## config.mk

```make
export PLATFORM = sky130hd
export DESIGN_NAME = synth_cfg_bank
export DESIGN_NICKNAME = d
export VERILOG_FILES = /design/src/rtl/synth_cfg_pkg.sv /design/src/rtl/synth_cal_trig.sv /design/src/rtl/synth_lock_gate.sv /design/src/rtl/synth_cfg_regs.sv /design/src/rtl/synth_cfg_bank.sv
export SDC_FILE = /design/constraint.sdc
export NUM_CORES = 1
export LEC_CHECK = 0
export BUFFER_PORTS_ARGS = -buffer_cell sky130_fd_sc_hd__buf_2
export CORE_UTILIZATION = 54
export DETAILED_ROUTE_END_ITERATION = 8
export PLACE_DENSITY = 0.95
export SLEW_MARGIN = 5
export SYNTH_ARGS = -nofsm -noshare
export SYNTH_HDL_FRONTEND = slang
export SYNTH_SLANG_ARGS = --single-unit
```

## constraint.sdc

```tcl
create_clock -name clk -period 2.28 [get_ports clk]
set_clock_uncertainty 0.05 [all_clocks]
set_input_delay 0 -clock clk [delete_from_list [all_inputs] [get_ports clk]]
set_output_delay 0 -clock clk [all_outputs]
set_load 0.01 [all_outputs]
```

## src/rtl/synth_cfg_pkg.sv

```systemverilog
`timescale 1ns/1ps
package synth_cfg_pkg;
    localparam int DATA_W   = 8;
    localparam int FDIV_W   = 10;
    localparam int FDIV_HI_W = FDIV_W - DATA_W;
    localparam int RDIV_W   = 5;
    localparam int CUR_W    = 2;
    localparam int NUM_REGS = 4;
    localparam int IDX_W    = $clog2(NUM_REGS);

    typedef enum logic [IDX_W-1:0] {
        IDX_FDIV_LO = 2'd0,
        IDX_FDIV_HI = 2'd1,
        IDX_RDIV    = 2'd2,
        IDX_CTRL    = 2'd3
    } reg_idx_t;

    typedef struct packed {
        logic             force_rf;
        logic             cal_any;
        logic [CUR_W-1:0] cur;
    } gen_ctrl_t;

    localparam int CTRL_W = $bits(gen_ctrl_t);

    function automatic logic [DATA_W-1:0] widen_hi(input logic [FDIV_HI_W-1:0] v);
        return DATA_W'(v);
    endfunction

    function automatic logic [DATA_W-1:0] widen_rdiv(input logic [RDIV_W-1:0] v);
        return DATA_W'(v);
    endfunction

    function automatic logic [DATA_W-1:0] widen_ctrl(input gen_ctrl_t v);
        return DATA_W'(v);
    endfunction
endpackage

```

## src/rtl/synth_cal_trig.sv

```systemverilog
`timescale 1ns/1ps
module synth_cal_trig
    import synth_cfg_pkg::*;
(
    input  logic     clk,
    input  logic     rst,
    input  logic     wr_hit,
    input  reg_idx_t idx,
    input  logic     cal_any,
    output logic     cal_fire,
    output logic     cal_start
);
    always_comb begin
        cal_fire = 1'b0;
        if (wr_hit) begin
            unique case (idx)
                IDX_FDIV_LO: cal_fire = 1'b1;
                IDX_RDIV:    cal_fire = cal_any;
                default:     cal_fire = 1'b0;
            endcase
        end
    end

    always_ff @(posedge clk) begin
        if (rst) cal_start <= 1'b0;
        else     cal_start <= cal_fire;
    end
endmodule

```

## src/rtl/synth_lock_gate.sv

```systemverilog
`timescale 1ns/1ps
module synth_lock_gate #(
    parameter int SYNC_STAGES = 2
) (
    input  logic clk,
    input  logic rst,
    input  logic lock_in,
    input  logic force_rf,
    output logic rf_en
);
    logic [SYNC_STAGES-1:0] sync_q;

    generate
        if (SYNC_STAGES == 1) begin : g_single
            always_ff @(posedge clk) begin
                if (rst) sync_q <= '0;
                else     sync_q <= lock_in;
            end
        end else begin : g_chain
            always_ff @(posedge clk) begin
                if (rst) sync_q <= '0;
                else     sync_q <= {sync_q[SYNC_STAGES-2:0], lock_in};
            end
        end
    endgenerate

    assign rf_en = force_rf | sync_q[SYNC_STAGES-1];
endmodule

```

## src/rtl/synth_cfg_regs.sv

```systemverilog
`timescale 1ns/1ps
module synth_cfg_regs
    import synth_cfg_pkg::*;
(
    input  logic                 clk,
    input  logic                 rst,
    input  logic                 wr_hit,
    input  logic                 rd_en,
    input  logic                 rd_hit,
    input  reg_idx_t             idx,
    input  logic [DATA_W-1:0]    wdata,
    input  logic                 cal_fire,
    output logic [FDIV_W-1:0]    fdiv_ratio,
    output logic [RDIV_W-1:0]    ref_div,
    output gen_ctrl_t            ctrl,
    output logic [DATA_W-1:0]    rdata
);
    logic [DATA_W-1:0]    lo_q;
    logic [FDIV_HI_W-1:0] hi_stage_q;
    logic [FDIV_HI_W-1:0] hi_act_q;
    logic [RDIV_W-1:0]    rdiv_q;
    gen_ctrl_t            ctrl_q;
    logic [DATA_W-1:0]    rd_mux;

    always_comb begin
        unique case (idx)
            IDX_FDIV_LO: rd_mux = lo_q;
            IDX_FDIV_HI: rd_mux = widen_hi(hi_stage_q);
            IDX_RDIV:    rd_mux = widen_rdiv(rdiv_q);
            default:     rd_mux = widen_ctrl(ctrl_q);
        endcase
    end

    always_ff @(posedge clk) begin
        if (rst) begin
            lo_q       <= '0;
            hi_stage_q <= '0;
            hi_act_q   <= '0;
            rdiv_q     <= '0;
            ctrl_q     <= '0;
            rdata      <= '0;
        end else begin
            if (wr_hit) begin
                unique case (idx)
                    IDX_FDIV_LO: lo_q       <= wdata;
                    IDX_FDIV_HI: hi_stage_q <= wdata[FDIV_HI_W-1:0];
                    IDX_RDIV:    rdiv_q     <= wdata[RDIV_W-1:0];
                    default:     ctrl_q     <= gen_ctrl_t'(wdata[CTRL_W-1:0]);
                endcase
            end
            if (cal_fire) hi_act_q <= hi_stage_q;
            if (rd_en)    rdata    <= rd_hit ? rd_mux : '0;
        end
    end

    assign fdiv_ratio = {hi_act_q, lo_q};
    assign ref_div    = rdiv_q;
    assign ctrl       = ctrl_q;
endmodule

```

## src/rtl/synth_cfg_bank.sv

```systemverilog
`timescale 1ns/1ps
module synth_cfg_bank
    import synth_cfg_pkg::*;
#(
    parameter int ADDR_W      = 8,
    parameter int SYNC_STAGES = 2
) (
    input  logic              clk,
    input  logic              rst,
    input  logic [ADDR_W-1:0] addr,
    input  logic [7:0]        wdata,
    input  logic              wr_en,
    input  logic              rd_en,
    output logic [7:0]        rdata,
    input  logic              lock_in,
    output logic [9:0]        fdiv_ratio,
    output logic [4:0]        ref_div,
    output logic [1:0]        buf_cur,
    output logic              cal_start,
    output logic              rf_en
);
    logic      in_range;
    logic      wr_hit;
    reg_idx_t  idx;
    logic      cal_fire;
    gen_ctrl_t ctrl;
    logic      cal_mode_w;
    logic      force_w;

    assign in_range   = (addr < ADDR_W'(NUM_REGS));
    assign wr_hit     = wr_en & in_range;
    assign idx        = reg_idx_t'(addr[IDX_W-1:0]);
    assign cal_mode_w = ctrl.cal_any;
    assign force_w    = ctrl.force_rf;
    assign buf_cur    = ctrl.cur;

    synth_cal_trig u_trig (
        .clk       (clk),
        .rst       (rst),
        .wr_hit    (wr_hit),
        .idx       (idx),
        .cal_any   (cal_mode_w),
        .cal_fire  (cal_fire),
        .cal_start (cal_start)
    );

    synth_cfg_regs u_regs (
        .clk        (clk),
        .rst        (rst),
        .wr_hit     (wr_hit),
        .rd_en      (rd_en),
        .rd_hit     (in_range),
        .idx        (idx),
        .wdata      (wdata),
        .cal_fire   (cal_fire),
        .fdiv_ratio (fdiv_ratio),
        .ref_div    (ref_div),
        .ctrl       (ctrl),
        .rdata      (rdata)
    );

    synth_lock_gate #(.SYNC_STAGES(SYNC_STAGES)) u_lock (
        .clk      (clk),
        .rst      (rst),
        .lock_in  (lock_in),
        .force_rf (force_w),
        .rf_en    (rf_en)
    );
endmodule

```

# --- Yosys cells after proc, flatten, opt, wreduce, memory -nomap -nowiden ---
# Index checks and enable logic that the tools add are counted.
word_totals:
  ff_bits: 32
  inputBits: 21
  elab_cells: 26
op_classes:
  order_cmp: 1
  n_eq_ne: 2
  mux: 4
  n_bitwise: 3
  reduce_logical: 6
ops:
  columns: ["operator", "count"]
  rows:
  - ["case mux 8 bit (3 select lines)", 1]
  - ["less-than comparator 8 x 3 -> 1 bit, second input constant", 1]
  - ["2-to-1 mux 8 bit", 1]
  - ["AND reduction 2 bit", 4]
  - ["OR reduction 3 bit", 1]
  - ["equality test 2 x 1 -> 1 bit, second input constant", 1]
  - ["equality test 2 bit, second input constant", 1]
  - ["zero test 2 bit", 1]
  - ["case mux 1 bit (2 select lines)", 1]
  - ["bitwise AND 1 bit", 1]
  - ["2-to-1 mux 1 bit", 1]
  - ["inverter 1 bit", 1]
  - ["bitwise OR 1 bit", 1]

# --- Depth between registers and ports, before layout ---
# Gate-level depths: netlist of the first run.
depth:
  depth_word: 4
  ltp_mapped: 5
  mapped_depth_nobuf: 3

# --- Cells and area by module ---
# From an unflattened synthesis of the first run, not the netlist that was laid out.
unflattened:
  cells_unflattened: 126
  area_unflattened_um2: 1348.8
by_module_without_submodules:
  columns: ["mod", "n_inst", "cells_per_inst", "area_per_inst_um2", "seq_area_each_um2"]
  rows:
  - ["synth_cfg_regs", 1, 114, 1202.4, 580.6]
  - ["synth_lock_gate", 1, 5, 58.8, 40.0]
  - ["synth_cal_trig", 1, 4, 56.3, 20.0]
  - ["synth_cfg_bank", 1, 3, 31.3, 0.0]

# --- Worst setup path after synthesis of the first run ---
# No wires, ideal clock.
synth_timing:
  path_kind: "flip-flop to flip-flop"
  from: "register u_regs.ctrl_q (netlist bit u_regs.ctrl[0])"
  to: "register u_regs.rdata[0]"
  arrival_ps: 932
  required_time_ps: 2099
  path_slack_ps: 1167
  stages_incl_launch_ff: 4
  n_path_buf: 0
  synth_period_minus_slack_ps: 1113
  path_cell_list: "dfxtp_1 -> mux4_2 -> nand4_1 -> a21oi_1"
synth_between:
  elab_chain_len: 2
synth_lines:
  columns: ["element", "line_no", "source"]
  rows:
  - ["start: declaration", "synth_cfg_regs.sv:22", "gen_ctrl_t ctrl_q;"]
  - ["start signal: assignment", "synth_cfg_regs.sv:48", "default: ctrl_q <= gen_ctrl_t'(wdata[CTRL_W-1:0]);"]
  - ["case mux 8 bit (3 select lines)", "synth_cfg_regs.sv:26", "unique case (idx)"]
  - ["2-to-1 mux 8 bit", "synth_cfg_regs.sv:52", "if (rd_en) rdata <= rd_hit ? rd_mux : '0;"]
  - ["end signal: assignment", "synth_cfg_regs.sv:52", null]
  - ["end: declaration", "synth_cfg_regs.sv:16", "output logic [DATA_W-1:0] rdata"]
# Every way passes these cells.
# A chain may end at the register's enable or synchronous reset.

# --- Worst setup path after layout of the first run ---
layout_timing:
  from: "register u_regs.rdiv_q[0] (netlist: u_regs.ref_div[0])"
  to: "register u_regs.rdata[0]"
layout_between:
  elab_chain_len: 2
layout_lines:
  columns: ["element", "line_no", "source"]
  rows:
  - ["start: declaration", "synth_cfg_regs.sv:21", "logic [RDIV_W-1:0] rdiv_q;"]
  - ["start signal: assignment", "synth_cfg_regs.sv:47", "IDX_RDIV: rdiv_q <= wdata[RDIV_W-1:0];"]
  - ["case mux 8 bit (3 select lines)", "synth_cfg_regs.sv:26", null]
  - ["2-to-1 mux 8 bit", "synth_cfg_regs.sv:52", null]
# Every way passes these cells.

==> impl_results.md, run 1 <==
- RR Startpoint: u_regs.ref_div[0]
- Die area: 3010 um^2
- Die Span Y: 54.86 um
- Crit path buffers/inverters: 0
- Synthesis warning total: 0
- Total GRT Usage: 24.41%
- Cell area after layout: 1888 um^2
- Slew Limit Fails: 0
- Ys async rst share: 0%
- Leak: 0.8999 nW
- Critical Path Fanout Max: 3
- Share of layout cells above drive strength 1: 36.22%
- VDD IR max: 0.5645 mV
- #FFs+latches synth: 32
- Antenna diodes: 0
- Congestion Overflow GR: 0
- Final Hold Viols: 0
- Period utilisation layout: 50.82%
- CP Cell Sequence: mux4_2 -> nand4_1 -> a21oi_1
- Cells on worst reg2reg path: 3
- Setup Viol. Count Final: 0
- Starting Density: 58.77%
- H-tree depth: 2
- Post-synth top area cell: dfxtp_1
- Crit. End Element: flip-flop
- Vias per cell: 5.478
- Detailed-route via count: 1238
- Drt drc: 0
- Synth Flop Type: dfxtp_1
- Setup_tns: 0 ps
- Initial DRC Count: 17
- CP max stage delay: 460 ps
- Switch share: 22.85%
- Final wirelength: 3362 um
- First-pass GRT wire length: 5050 um
- Crit path kind: reg2reg
- Die width: 54.86 um
- CP Launch Type: flip-flop
- Synthesized area: 1509 um^2
- Post-cts sizing count: 0
- IO Count: 48
- Count of different cell masters after synthesis: 28
- CTS tree: yes
- Final worst path period need: 1159 ps
- Seq pwr share: 57.2%
- Rows: 18
- Fillers: 192
- Clock share of power: 34.0%
- CP arrival: 1310 ps
- WHS Path Cells: 4
- Clock-pin transition on the worst setup and hold timing paths: 100 ps
- Core area: 2567 um^2
- RSZ-0062 raised after global routing: false
- Synth top cells by count: nand2b_1, dfxtp_1, mux2i_1, clkbuf_1, nor2b_1
- Global placer's final weighted congestion: 0.7884
- # clock sinks: 32
- Vias in the first global route: 1147
- Hold WC Path Type: in2reg
- Worst path top cell family by delay: multiplexers
- Post-synth EDFFs: 0
- Drt first pass iters: 4
- CTS Buf Count: 5
- Critical Path Slowest Stage Cell: mux4_2
- Largest net degree at the start of global routing: 45
- Most common cell in the netlist: nand2b_1
- Post-placement cell area: 1729 um^2
- Clock Latency Late Sink: 330 ps
- Post-DP HPWL: 2275 um
- Pwr dens: 519.5 nW/um^2
- Remaining antenna violation count after routing: 0
- Mapped Nets: 160
- Syn avg cell area: 10.86 um^2
- Reg2reg end: u_regs.rdata[0]
- WHS Endpoint: u_regs.rdata[4]
- Req. time, crit path: 2430 ps
- Net switching power: 0.0002242 W
- Largest cells by area after synthesis: dfxtp_1, mux2i_1, nand2b_1
- Wirelength per Cell: 14.88 um
- Worst rel slew slack: 62.74%
- Root Driver: clkbuf_4
- Area Growth Syn to Fin: 25.12%
- Hold Startpoint: addr[2]
- Final nets: 216
- Seq/Total Area, Yosys: 42.45%
- Pint: 0.0007568 W
- Initial antenna violation count: 0
- Outcome: finished clean
- Logic gate share of total power: 8.8%
- Mapped Cells: 139
- Max Cap Violations: 0
- Fmax: 863.1 MHz
- Clock Tree Buf Depth: 2
- Reg-to-reg slack, setup: 1120 ps
- PortBufs: 47
- Worst-margin pin slew: 558.9 ps
- Yosys top cell area share: 42.45%
## kinds of logic (layout without fill, tap and decap cells)
| kind of cell | after synthesis | after routing | synth area share (%) |
|---|---|---|---|
| AOI/OAI and AO/OA | 10 | 10 | 4.643 |
| buffers and inverters | 11 | 68 | 4.478 |
| DFF | 32 | 32 | 42.45 |
| muxes | 26 | 26 | 19.15 |
| and+or+nand+nor | 60 | 60 | 29.27 |
## power groups by stage
| stage | Sequential (W) | Combinational [W] | Clock (W) |
|---|---|---|---|
| after detailed placement | 0.000574 | 0.0000722 | 0 |
| after floorplan | 0.000574 | 0.0000484 | 0 |
| after global routing | 0.000562 | 0.0000934 | 0.000363 |
| after global placement | 0.000574 | 0.0000697 | 0 |
| after CTS | 0.000561 | 0.0000861 | 0.000339 |
| final | 0.000561 | 0.0000867 | 0.000333 |
## flip-flops by register name, indices dropped and copies added, names as in the netlist
| signal | cells |
|---|---|
| u_regs.hi_stage_q | 2 |
| u_regs.rdata | 8 |
| u_lock.sync_q | 2 |
| u_regs.ref_div | 5 |
| u_regs.hi_act_q | 2 |
| u_regs.ctrl | 4 |
| u_trig.cal_start | 1 |
| u_regs.lo_q | 8 |
## area by class of cell
cell class                      count  area [um^2]  area share, %
Sequential cell                    32        640.6          33.93
Clock buffer                        8        58.81          3.115
Multi-Input combinational cell     96        800.8          42.41
Tap cell                           30        37.54          1.988
Timing Repair Buffer               58        342.8          18.16
Inverter                            2        7.507         0.3976
## layout by cell type (no fill, tap or decap), drive strengths merged, types with 3 or more instances in the layout
cell type,count
dlygate4sd3,10
nand2,3
mux2,3
mux2i,21
buf,48
nor2b,4
nand4,4
dfxtp,32
a21oi,3
or3b,3
o31ai,3
nand4b,3
clkbuf,8
nand2b,33
## worst max-delay path by stage
| stage | start | to | slack [ps] | cells after the start |
|---|---|---|---|---|
| after floorplan | u_regs.ctrl[0] | u_regs.rdata[0] | 1170 | 3 |
| after global placement | addr[6] | u_regs.hi_act_q[1] | 1100 | 5 |
| after detailed placement | addr[6] | u_regs.lo_q[6] | 1060 | 5 |
| after CTS | u_regs.ref_div[0] | u_regs.rdata[0] | 1120 | 3 |
| after global routing | u_regs.ref_div[0] | u_regs.rdata[0] | 1070 | 3 |
| final | u_regs.ref_div[0] | u_regs.rdata[0] | 1120 | 3 |
## worst min-delay path, stage by stage
cell and delay, ps:
buf_2 120, nor2_1 100, nand4_1 100, a21oi_1 70
## timing repair
| item | 4_1_cts | 5_1_grt |
|---|---|---|
| hold buffers | 10 | 0 |
| buffers inserted | 0 | 0 |
| endpoints found under the hold margin | 25 | 0 |
## stage by stage
| step | total power [W] | setup slack (ps) | hold WS (ps) | utilization [%] | instances |
|---|---|---|---|---|---|
| after floorplan | 0.0006225 | 1167 | 78.18 | - | 139 |
| after global placement | 0.0006438 | 1095 | 167.0 | 67.35 | 208 |
| after detailed placement | 0.0006465 | 1056 | 169.4 | 67.35 | 208 |
| after CTS | 0.0009861 | 1124 | 37.73 | 73.54 | 226 |
| after global routing | 0.001018 | 1068 | 50.49 | 73.54 | 226 |
| final | 0.0009809 | 1121 | 44.41 | 73.54 | 226 |
## routing by layer
layer  GRT usage (%)  routed length [um]  up-vias
met1           30.22                1500      594
met3           6.667                 170        6
li1                -                   -      599
met5               0                   0        -
met2           38.96                1644       39
met4           11.11                  46        0
(Power assumes the default switching activity.)
==> inputs of run 2 (changes only) <==
--- a/config.mk
+++ b/config.mk
@@ -6,9 +6,9 @@
 export NUM_CORES = 1
 export LEC_CHECK = 0
 export BUFFER_PORTS_ARGS = -buffer_cell sky130_fd_sc_hd__buf_2
-export CORE_UTILIZATION = 54
+export CORE_UTILIZATION = 45
 export DETAILED_ROUTE_END_ITERATION = 8
-export PLACE_DENSITY = 0.95
+export PLACE_DENSITY = 0.86
 export SLEW_MARGIN = 5
 export SYNTH_ARGS = -nofsm -noshare
 export SYNTH_HDL_FRONTEND = slang
==> constraint.sdc (replaced) <==
create_clock -name clk -period 1 [get_ports clk]
set_clock_uncertainty 0.05 [all_clocks]
set_input_delay 0 -clock clk [delete_from_list [all_inputs] [get_ports clk]]
set_output_delay 0 -clock clk [all_outputs]
set_load 0.01 [all_outputs]
==> impl_results.md, run 2 (synthesis gave the netlist of run 1 again) <==
- Outcome: complete, but fails checks
- Failing checks: negative setup slack
- Fmax: 867.3 MHz
- WHS Path Cells: 3 (-1)
- Die width: 59.91 um (+9.2%)
- Worst setup margin: -153.1 ps (-1274 ps)
- VDD IR max: 0.8044 mV (+42%)
- Req. time, crit path: 950 ps (-1480 ps)
- Post-DP HPWL: 2484 um (+9.2%)
- Hold WC Path Type: in2reg
- CP arrival: 1100 ps (-210 ps)
- Final Hold Viols: 0 (unchanged)
- Critical Path Fanout Max: 2 (-1)
- Initial antenna violation count: 0 (unchanged)
- CP Cell Sequence: buf_6 -> or2_4 -> buf_6
- RSZ-0062 raised after global routing: true
- Initial DRC Count: 72 (+55)
- Commonest non-fill, non-tap cell in the layout: buf_2
- Leak: 1.064 nW (+18%)
- Fillers: 215 (+12%)
- Worst rel slew slack: 80.99% (+18 points)
- Clock-pin transition on the worst setup and hold timing paths: 100 ps (about the same)
- Hold Startpoint: rst
- Worst-margin pin slew: 284.1 ps (-274.8 ps)
- Clock Latency Late Sink: 340 ps (about the same)
- CP max stage delay: 330 ps (-130 ps)
- # clock sinks: 32 (unchanged)
- Global placer's final weighted congestion: 0.7975 (+1.2%)
- Fin cells: 264 (+17%)
- H-tree depth: 2 (unchanged)
- Drt first pass iters: 4 (unchanged)
- WHS Endpoint: u_regs.rdata[5]
- Reg-to-reg slack, setup: -100 ps (-1220 ps)
- PortBufs: 47 (unchanged)
- IO Count: 48 (unchanged)
- Worst path top cell family by delay: flip-flops
- Clock Tree Buf Depth: 2 (unchanged)
- CTS tree: yes
- Root Driver: clkbuf_4
- RR Startpoint: u_regs.ref_div[0]
- Post-layout util: 70.92% (-2.6 points)
- Setup Viol. Count Final: 6 (+6)
- Largest net degree at the start of global routing: 22 (-51%)
- Core area: 3128 um^2 (+22%)
- Pwr dens: 1007 nW/um^2 (+94%)
- Drt drc: 0 (unchanged)
- Antenna diodes: 0 (unchanged)
- Cell area after layout: 2218 um^2 (+17%)
- Area Growth Syn to Fin: 47.02%
- Congestion Overflow GR: 0 (unchanged)
- First-pass GRT wire length: 5582 um (+11%)
- Total GRT Usage: 21.77% (-2.6 points)
- Starting Density: 48.24% (-11 points)
- Die area: 3589 um^2 (+19%)
- Slew Limit Fails: 0 (unchanged)
- Most frequent cells in the layout: buf_2, nand2b_1, buf_4, mux2i_1, dfxtp_1
- CP startpoint: u_regs.ctrl[3]
- Detailed-route via count: 1316 (+6.3%)
- CP Launch Type: flip-flop
- CP most frequent cell: buf_6
- Rows: 20 (+2)
- Vias per cell: 4.985 (-9.0%)
- Remaining antenna violation count after routing: 0 (unchanged)
- Reg2reg end: u_regs.rdata[0]
- Vias in the first global route: 1253 (+9.2%)
- Placed insts: 243 (+17%)
- Post-placement cell area: 1943 um^2 (+12%)
- CTS Buf Count: 5 (unchanged)
- Final wirelength: 3803 um (+13%)
- Critical Path Slowest Stage Cell: dfxtp_2
- Final worst path period need: 1153 ps
- Crit path kind: reg2out
- Crit. End Element: primary output
- Period utilisation layout: 115.3%
- Share of layout cells above drive strength 1: 50.91% (+15 points)
- Crit path buffers/inverters: 2 (+2)
- Wirelength per Cell: 14.41 um (-3.2%)
- Max Cap Violations: 0 (unchanged)
- Die Span Y: 59.91 um (+9.2%)
- Cells on worst reg2reg path: 3 (unchanged)
- Final nets: 241 (+12%)
[run 2: cell count changes in the layout (fill, tap and decap cells not counted), moves of 2 or more]
cell	delta
buf_4	+21
dfxtp_1	-12
dfxtp_2	+12
buf_6	+8
buf_2	-7
a22oi_1	-2
a22oi_2	+2
buf_12	+2
o31ai_1	-2
o31ai_2	+2
[run 2: worst max path at each step]
stage,to,slack [ps],cells after the start
final,rf_en,-150,3
after detailed placement,u_regs.lo_q[7],-180,5
after CTS,rf_en,-160,3
after global placement,u_regs.hi_act_q[0],-130,5
after global routing,rf_en,-190,3
after floorplan,u_regs.rdata[0],-100,3
[run 2: final cells by class]
cell class / instances / area, um^2 / share of cell area, %
inverter: 2 / 7.507 / 0.3384
sequential: 32 / 655.6 / 29.55
tap: 44 / 55.05 / 2.482
clock inverter: 1 / 5.005 / 0.2256
clock buffer: 6 / 41.29 / 1.861
multi-input combinational: 96 / 845.8 / 38.13
timing repair buffer: 83 / 608.1 / 27.41
[run 2: per-layer routing]
layer	share of wire, %	global-route usage (%)	routed length [um]	vias up
met2	50	35.87	1886	50
met3	5.6	6.926	214	9
li1	-	-	-	647
met5	0	0	0	-
met4	2.4	8.970	93	0
met1	42	26.08	1609	610
[run 2: what timing repair did]
action	4_1_cts	5_1_grt
pin swaps	4	0
setup buffers	2	1
hold endpoints to repair	23	0
hold buffers	11	0
resized for setup	8	17
endpoints found under the setup margin	7	17
[run 2: through the flow]
step | total power, W | hold WS [ps] | worst slack, ps | setup TNS, ps
floorplan | 0.001420 | 78.18 | -99.71 | -199.4
global placement | 0.001526 | 179.1 | -132.9 | -3198
detailed placement | 0.001528 | 178.8 | -182.1 | -3683
CTS | 0.002225 | 7.035 | -158.5 | -640.0
global route | 0.002318 | 9.778 | -189.4 | -753.7
finish | 0.002235 | 6.873 | -153.1 | -450.3
[run 2: worst reg2reg max path, stage by stage (launching register included)]
cell and delay, ps:
dfxtp_2 340, mux4_2 460, nand4_1 100, a21oi_1 70
[run 2: where the power goes]
| group | leakage (nW) | switching (W) | total [W] | internal (W) |
|---|---|---|---|---|
| Combinational | 0.772 | 0.000119 | 0.000267 | 0.000148 |
| Clock | 0.0281 | 0.000430 | 0.000688 | 0.000258 |
| Sequential | 0.264 | 0.00000220 | 0.00128 | 0.00128 |
| Total | 1.06 | 0.000551 | 0.00224 | 0.00168 |
==> inputs of run 3 (changes only) <==
--- a/config.mk
+++ b/config.mk
@@ -8,8 +8,9 @@
 export BUFFER_PORTS_ARGS = -buffer_cell sky130_fd_sc_hd__buf_2
 export CORE_UTILIZATION = 45
 export DETAILED_ROUTE_END_ITERATION = 8
-export PLACE_DENSITY = 0.86
+export PLACE_DENSITY = 0.78
 export SLEW_MARGIN = 5
 export SYNTH_ARGS = -nofsm -noshare
 export SYNTH_HDL_FRONTEND = slang
 export SYNTH_SLANG_ARGS = --single-unit
+export TNS_END_PERCENT = 20
==> impl_results.md, run 3 (synthesis gave the netlist of run 1 again) <==
- Outcome: complete, but fails checks
- Failing checks: negative setup slack
- Antenna diodes: 0 (unchanged)
- IO Count: 48 (unchanged)
- Initial antenna violation count: 0 (unchanged)
- Fmax: 861.5 MHz (-0.66%)
- Post-placement cell area: 1907 um^2 (-1.9%)
- Final worst path period need: 1161 ps (+7.701 ps)
- Setup Viol. Count Final: 7 (+1)
- Worst setup margin: -160.8 ps (-7.701 ps)
- Setup_tns: -508.9 ps (-58.58 ps)
- Post-DP HPWL: 2482 um (-0.11%)
- Clock Tree Buf Depth: 2 (unchanged)
- Critical path depth in cells: 3 (unchanged)
- Congestion Overflow GR: 0 (unchanged)
- Pint: 0.001763 W (+4.7%)
- Multi-input gate area: 835.8 um^2 (-1.2%)
- Remaining antenna violation count after routing: 0 (unchanged)
- Largest net degree at the start of global routing: 42 (+91%)
- Design Power: 0.002304 W (+3.1%)
- Starting Density: 48.24% (unchanged)
- Req. time, crit path: 950 ps (about the same)
- Worst path top cell family by delay: flip-flops
- Core area: 3128 um^2 (unchanged)
- CP most frequent cell: buf_6
- Net switching power: 0.0005404 W (-2.0%)
- Clock-pin transition on the worst setup and hold timing paths: 100 ps (about the same)
- Fillers: 241 (+12%)
- Total GRT Usage: 22.85% (+1.1 points)
- Worst rel slew slack: 77.86% (-3.1 points)
- CP max stage delay: 340 ps (about the same)
- Die area: 3589 um^2 (unchanged)
- Final Hold Viols: 0 (unchanged)
- Switch share: 23.46% (-1.2 points)
- Hold WC Path Type: in2reg
- Critical Path Fanout Max: 2 (unchanged)
- Die width: 59.91 um (unchanged)
- Max Cap Violations: 0 (unchanged)
- Critical Path Slowest Stage Cell: dfxtp_2
- Share of layout cells above drive strength 1: 48.62% (-2.3 points)
- Pwr dens: 1060 nW/um^2 (+5.2%)
- Clock Latency Late Sink: 330 ps (about the same)
- Logic gate share of total power: 10.8% (-1.2 points)
- Crit path kind: reg2out
- Root Driver: clkbuf_4
- Drt first pass iters: 4 (unchanged)
- Cell area after layout: 2173 um^2 (-2.0%)
- Vias in the first global route: 1246 (-0.56%)
- First-pass GRT wire length: 5851 um (+4.8%)
- WHS Path Cells: 3 (unchanged)
- VDD IR max: 0.6626 mV (-18%)
- CTS Buf Count: 5 (unchanged)
- Initial DRC Count: 44 (-39%)
- Period utilisation layout: 116.1% (+0.77 points)
- Vias per cell: 4.924 (-1.2%)
- FF/Latch Area: 653.1 um^2 (-0.38%)
- Clock share of power: 33.7% (+2.9 points)
- Crit path buffers/inverters: 2 (unchanged)
- Drt drc: 0 (unchanged)
- Wirelength per Cell: 13.94 um (-3.2%)
- Leak: 1.044 nW (-2.0%)
- RSZ-0062 raised after global routing: true
- Rows: 20 (unchanged)
- Cells on worst reg2reg path: 3 (unchanged)
- Area Growth Syn to Fin: 44.03%
- Slew Limit Fails: 0 (unchanged)
- # clock sinks: 32 (unchanged)
- CP arrival: 1110 ps (about the same)
- H-tree depth: 2 (unchanged)
- Commonest non-fill, non-tap cell in the layout: buf_2
- Global placer's final weighted congestion: 0.8284 (+3.9%)
- Crit. End Element: primary output
- Detailed-route via count: 1290 (-2.0%)
- PortBufs: 47 (unchanged)
- CP Cell Sequence: buf_6 -> or2_4 -> buf_6
- Post-layout util: 69.48% (-1.4 points)
- CTS tree: yes
- Final wirelength: 3653 um (-3.9%)
- Seq pwr share: 55.5% (-1.8 points)
- Final nets: 238 (-1.2%)
- Most frequent cells in the layout: buf_2, nand2b_1, dfxtp_1, mux2i_1, buf_4
- Worst-margin pin slew: 330.9 ps (+46.81 ps)
- Die Span Y: 59.91 um (unchanged)
- CP Launch Type: flip-flop
- Pre-CTS WS: -139.1 ps (+43.04 ps)
run 3: cell types whose count changed in the layout (fill, tap and decap cells not counted), moves of 2 or more:
cell and change:
buf_2 +2, dfxtp_2 -2, buf_6 -2, dfxtp_1 +2, buf_4 -3
run 3: cell type report:
cell class              instances  share of cell area (%)
repair buffers                 80                   25.91
well taps                      44                   2.533
multi-input cells              96                   38.46
clock buffers                   8                   2.706
flip-flops and latches         32                   30.05
inverters                       2                  0.3454
run 3: path summary, 6_finish.rpt:
path	start	endpoint	slack [ps]
min	rst	u_regs.rdata[1]	2
max	u_regs.ctrl[3]	rf_en	-160
max reg2reg	u_regs.ctrl[0]	u_regs.rdata[0]	-110
min reg2reg	u_lock.sync_q[0]	u_lock.sync_q[1]	400
run 3: timing repair:
| action | 4_1_cts | 5_1_grt |
|---|---|---|
| pin swaps | 4 | 1 |
| setup endpoints to repair | 8 | 16 |
| buffers inserted | 1 | 0 |
| resized for setup | 8 | 13 |
| hold buffers | 11 | 1 |
| hold endpoints to repair | 27 | 3 |
run 3: power groups by stage:
| stage | registers, W | logic, W | clock network [W] |
|---|---|---|---|
| after floorplan | 0.00131 | 0.000110 | 0 |
| after global placement | 0.00131 | 0.000196 | 0 |
| after detailed placement | 0.00131 | 0.000200 | 0 |
| after CTS | 0.00128 | 0.000239 | 0.000791 |
| after global routing | 0.00128 | 0.000267 | 0.000846 |
| final | 0.00128 | 0.000249 | 0.000775 |
run 3: worst min-delay path, stage by stage:
cell and delay [ps]:
buf_2 110, buf_12 180, a21oi_1 50
run 3: layer usage:
layer | up-vias | track usage [%] | part of all wire (%)
met3 | 6 | 6.494 | 3.9
met4 | 0 | 7.973 | 1.3
li1 | 641 | - | -
met2 | 32 | 37.94 | 49
met5 | - | 0 | 0
met1 | 611 | 28.21 | 46
run 3: stage by stage:
| stage | hold slack (ps) | std cells |
|---|---|---|
| after floorplan | 78.18 | 139 |
| after global placement | 163.4 | 241 |
| after detailed placement | 170.5 | 241 |
| after CTS | -59.29 | 261 |
| after global routing | 6.358 | 262 |
| final | 2.415 | 262 |
